===== src/rtl/bitop_pkg.sv =====
package bitop_pkg;

    typedef enum logic [1:0] {
        OPC_NONE = 2'b00,
        OPC_TEST = 2'b01,
        OPC_CLR  = 2'b10,
        OPC_SET  = 2'b11
    } opc_e;

    localparam int FLAG_W = 8;

    // flag byte positions read by the rest of the core
    localparam int FL_SIGN = 7;
    localparam int FL_ZERO = 6;
    localparam int FL_CPY5 = 5;
    localparam int FL_HALF = 4;
    localparam int FL_CPY3 = 3;
    localparam int FL_PV   = 2;
    localparam int FL_SUB  = 1;
    localparam int FL_CARRY = 0;

    // temp register bits copied in the memory form
    localparam int TMP_SRC5 = 13;
    localparam int TMP_SRC3 = 11;

endpackage


===== src/rtl/bitop_mask.sv =====
module bitop_mask #(
    parameter int DATA_W = 8,
    parameter int IDX_W  = $clog2(DATA_W)
) (
    input  logic [IDX_W-1:0]  idx,
    output logic [DATA_W-1:0] mask
);

    for (genvar i = 0; i < DATA_W; i++) begin : g_dec
        assign mask[i] = (idx == IDX_W'(i));
    end

endmodule


===== src/rtl/bitop_flags.sv =====
module bitop_flags
    import bitop_pkg::*;
#(
    parameter int DATA_W = 8
) (
    input  logic [1:0]        op_code,
    input  logic [DATA_W-1:0] operand,
    input  logic [DATA_W-1:0] mask,
    input  logic [FLAG_W-1:0] flags_in,
    input  logic              src5_mem,
    input  logic              src3_mem,
    input  logic              mem_sel,
    output logic [FLAG_W-1:0] flags_new
);

    logic [DATA_W-1:0] picked;
    logic              hit;

    assign picked = operand & mask;
    assign hit    = |picked;

    always_comb begin
        flags_new = flags_in;
        if (opc_e'(op_code) == OPC_TEST) begin
            flags_new[FL_SIGN]  = picked[DATA_W-1];
            flags_new[FL_ZERO]  = !hit;
            flags_new[FL_PV]    = !hit;
            flags_new[FL_HALF]  = 1'b1;
            flags_new[FL_SUB]   = 1'b0;
            flags_new[FL_CPY5]  = mem_sel ? src5_mem : operand[5];
            flags_new[FL_CPY3]  = mem_sel ? src3_mem : operand[3];
        end
    end

endmodule


===== src/rtl/bitop_unit.sv =====
module bitop_unit
    import bitop_pkg::*;
#(
    parameter int DATA_W = 8,
    parameter int ADDR_W = 16,
    parameter int IDX_W  = $clog2(DATA_W)
) (
    input  logic              clk,
    input  logic              rst_n,
    input  logic              in_valid,
    input  logic [1:0]        op_code,
    input  logic [IDX_W-1:0]  bit_idx,
    input  logic [DATA_W-1:0] operand,
    input  logic [7:0]        flags_in,
    input  logic [ADDR_W-1:0] tmp_val,
    input  logic              mem_sel,
    output logic              out_valid,
    output logic [DATA_W-1:0] result,
    output logic [7:0]        flags_out,
    output logic              wr_en
);

    typedef struct packed {
        logic              vld;
        logic [DATA_W-1:0] res;
        logic [FLAG_W-1:0] flg;
        logic              wr;
    } stage_t;

    stage_t            stage_d, stage_q;
    logic [DATA_W-1:0] mask;
    logic [FLAG_W-1:0] flags_new;
    logic              tmp_unused;

    assign tmp_unused = ^tmp_val;

    bitop_mask #(.DATA_W(DATA_W), .IDX_W(IDX_W)) u_mask (
        .idx  (bit_idx),
        .mask (mask)
    );

    bitop_flags #(.DATA_W(DATA_W)) u_flags (
        .op_code   (op_code),
        .operand   (operand),
        .mask      (mask),
        .flags_in  (flags_in),
        .src5_mem  (tmp_val[TMP_SRC5]),
        .src3_mem  (tmp_val[TMP_SRC3]),
        .mem_sel   (mem_sel),
        .flags_new (flags_new)
    );

    always_comb begin
        stage_d     = stage_q;
        stage_d.vld = in_valid;
        if (in_valid) begin
            stage_d.flg = flags_new;
            unique case (opc_e'(op_code))
                OPC_CLR: begin
                    stage_d.res = operand & ~mask;
                    stage_d.wr  = 1'b1;
                end
                OPC_SET: begin
                    stage_d.res = operand | mask;
                    stage_d.wr  = 1'b1;
                end
                default: begin
                    stage_d.res = operand;
                    stage_d.wr  = 1'b0;
                end
            endcase
        end
    end

    always_ff @(posedge clk) begin
        if (!rst_n) begin
            stage_q <= '0;
        end else begin
            stage_q <= stage_d;
        end
    end

    assign out_valid = stage_q.vld;
    assign result    = stage_q.res;
    assign flags_out = stage_q.flg;
    assign wr_en     = stage_q.wr;

endmodule


===== config.mk =====
export PLATFORM = sky130hd
export DESIGN_NAME = bitop_unit
export DESIGN_NICKNAME = d
export VERILOG_FILES = /design/src/rtl/bitop_pkg.sv /design/src/rtl/bitop_mask.sv /design/src/rtl/bitop_flags.sv /design/src/rtl/bitop_unit.sv
export SDC_FILE = /design/constraint.sdc
export NUM_CORES = 1
export LEC_CHECK = 0
export ABC_AREA = 1
export ABC_CLOCK_PERIOD_IN_PS = 900
export CORE_MARGIN = 2
export CORE_UTILIZATION = 33
export DETAILED_ROUTE_END_ITERATION = 6
export MAX_ROUTING_LAYER = met4
export PLACE_DENSITY = 0.75
export SETUP_SLACK_MARGIN = 0.2
export SYNTH_ARGS = -nofsm -noshare
export SYNTH_HDL_FRONTEND = slang
export SYNTH_SLANG_ARGS = --single-unit

===== constraint.sdc =====
create_clock -name clk -period 0.9 [get_ports clk]
set_clock_uncertainty 0.05 [all_clocks]
set_input_delay 0.18 -clock clk [delete_from_list [all_inputs] [get_ports clk]]
set_output_delay 0.18 -clock clk [all_outputs]
set_load 0.02 [all_outputs]

==> metrics.txt <==
status finished, violations left; failing checks design-rule violations, negative setup slack; die width 58.8 um; clock root cell clkbuf_4; Total Power 2.14 mW; DR vias/cell 5.23; worst skew pair latency 0.29 ns; min Tclk post-route 1.01 ns; Slowest cell on crit path dfxtp_2; Filler Cell Count 226; pre-CTS WS -0.666 ns; CP endpoint kind primary output; Register Area 383 um^2; gr ovfl total 0; NumNets Final 251; P_leak 0.831 nW; Cell Chain, Critical Path buf_6; first-pass GRT wire length 5310 um; Post-DRT Antenna Nets 0; Clock Tree Buf Depth 2; slew at the pin closest to its max-slew limit 0.219 ns; GRT Resource Usage Total 0.203; Fmax 991 MHz; endpoints failing hold 0; startpoint types register; arrival time worst endpoint 0.78 ns; Hold WC Path Type in2reg; post-route cell area 1930 um^2; HPWL Detailed 2430 um; number of buffers created by CTS 3; Die ar. 3450 um^2; # DRC 3; critical path type reg2out; initial antenna violation count 0; final core utilization 0.688; CP max FO 2; H-tree levels 1; vias after detailed routing 1256; CORE AREA 2810 um^2; clock-pin slew on the worst setup and hold paths 0.11 ns; post-route setup slack -0.109 ns; num ports 59; setup slack, reg-to-reg 0.10 ns; slew margin rel. 0.852; CTS tree built; CP required 0.67 ns; multi-input logic area 661 um^2; Final setup viols 18; vias in the first global route 1250; final period utilization 1.12; power density over cell area 1110 nW/um^2; largest net degree at the start of global routing 16; drt wl/cell 13.4 um; # clock sinks 18; Syn Area/Cell 7.12 um^2; Post-Synthesis Cells 139; Iter 0 DRT Violations 26; Synth Net Count 180; Area Growth Syn to Fin 95.1%; max-slew violation count 0; post-synthesis cell type count 21; RD Place Congestion 0.866; peak supply drop 1.16 mV; # Max-Cap Violations 0; Synth Cell Area 990 um^2; Initial DRT Pass Iterations 6; Die Ht 58.8 um; RSZ-0062 raised after global routing true; Worst path top cell family by delay flip-flops; PortBufs 44; Seq cells post-synth 18; Initial Util 0.353; YS warnings 0; antenna cells 0; layout cell share with drive strength beyond 1 0.555; Largest stage delay, worst path 0.36 ns; Seq/Total Area, Yosys 0.364; Site Rows 19; worst path bufs/invs 1; Post-Route WL 3220 um; dpl cell area 1600 um^2
-- flip-flops by register name, summed over array words and instances (netlist names) --
register	cells
result	8
wr_en	1
out_valid	1
flags_out	8
-- worst paths after layout --
check	from	endpoint	cells after the start
worst max-delay path	result[7]$_SDFFE_PN0P_	result[7]	1
worst min register to register	result[5]$_SDFFE_PN0P_	result[5]$_SDFFE_PN0P_	2
worst min-delay path	rst_n	flags_out[1]$_SDFFE_PN0P_	3
worst max register to register	flags_out[3]$_SDFFE_PN0P_	flags_out[3]$_SDFFE_PN0P_	3
-- power by group --
| part | internal (mW) | switching, mW | total (mW) | leakage [nW] |
|---|---|---|---|---|
| registers | 0.861 | 0.0387 | 0.900 | 0.155 |
| clock network | 0.247 | 0.259 | 0.506 | 0.0210 |
| logic | 0.381 | 0.358 | 0.739 | 0.655 |
| total | 1.49 | 0.656 | 2.14 | 0.831 |
-- kinds of logic after synthesis --
| family | Yosys count | synth area share |
|---|---|---|
| flops | 18 | 0.364 |
| compound gates | 39 | 0.214 |
| buf+inv | 21 | 0.129 |
| simple gates | 61 | 0.293 |
-- metal layers --
layer | up-vias | track usage | share of wire
met3 | 9 | 0.0637 | 0.075
met2 | 41 | 0.363 | 0.52
li1 | 611 | - | -
met5 | - | - | 0
met1 | 595 | 0.221 | 0.38
met4 | 0 | 0.0390 | 0.024
-- stage by stage --
stage          setup TNS (ns)  instances  hold slack, ns
2_1_floorplan               0        139           0.263
3_3_place_gp           -13.27        226           0.402
3_5_place_dp           -13.87        226           0.406
4_1_cts                 -1.86        234           0.235
5_1_grt                 -2.31        240           0.157
6_report                -1.70        240           0.139
-- layout by cell type, fill, tap and decap left out, types with 3 or more instances in the layout --
| cell type | synthesis | layout |
|---|---|---|
| buf_6 | 5 | 30 |
| nand2_1 | 22 | 21 |
| dfxtp_2 | 0 | 18 |
| buf_4 | 0 | 16 |
| a21oi_1 | 21 | 14 |
| dlygate4sd2_1 | 0 | 11 |
| o21ai_1 | 3 | 10 |
| nand3_2 | 2 | 8 |
| a21oi_2 | 1 | 8 |
| clkdlybuf4s50_1 | 0 | 8 |
| inv_1 | 9 | 6 |
| nor2_1 | 14 | 6 |
| nand4_1 | 6 | 6 |
| nand3_1 | 13 | 5 |
| nor2_4 | 0 | 5 |
| buf_8 | 0 | 5 |
| nor2_2 | 1 | 4 |
| inv_2 | 4 | 3 |
| clkbuf_4 | 0 | 3 |
-- final cells by class --
type | instances | share of cell area
multi-input combinational | 100 | 0.342
clock buffer | 4 | 0.0188
inverter | 14 | 0.0421
sequential | 18 | 0.198
tap | 31 | 0.0201
timing repair buffer | 73 | 0.378
-- cells in the mapped netlist --
master	n	area, um^2
o211ai_1	2	15.0
nor2_1	14	52.6
a31o_1	2	17.5
nor3_2	2	20.0
o21ai_1	3	15.0
nor2_2	1	6.26
nand3_2	2	20.0
clkbuf_8	1	13.8
nand2_1	22	82.6
inv_1	9	33.8
clkbuf_1	1	3.75
clkinv_2	1	5.00
nand2_2	1	6.26
nand3_1	13	65.1
buf_6	5	56.3
inv_2	4	15.0
nand4_1	6	37.5
dfxtp_1	18	360
o21ai_0	10	50.1
a21oi_1	21	105
a21oi_2	1	8.76
-- repair_timing --
item / 4_1_cts / 5_1_grt
pin swaps: 36 / 18
setup endpoints to repair: 36 / 34
resized for setup: 205 / 20
hold buffers: 0 / 0
setup buffers: 4 / 6
No activity file was read; power rests on OpenSTA's default activity.
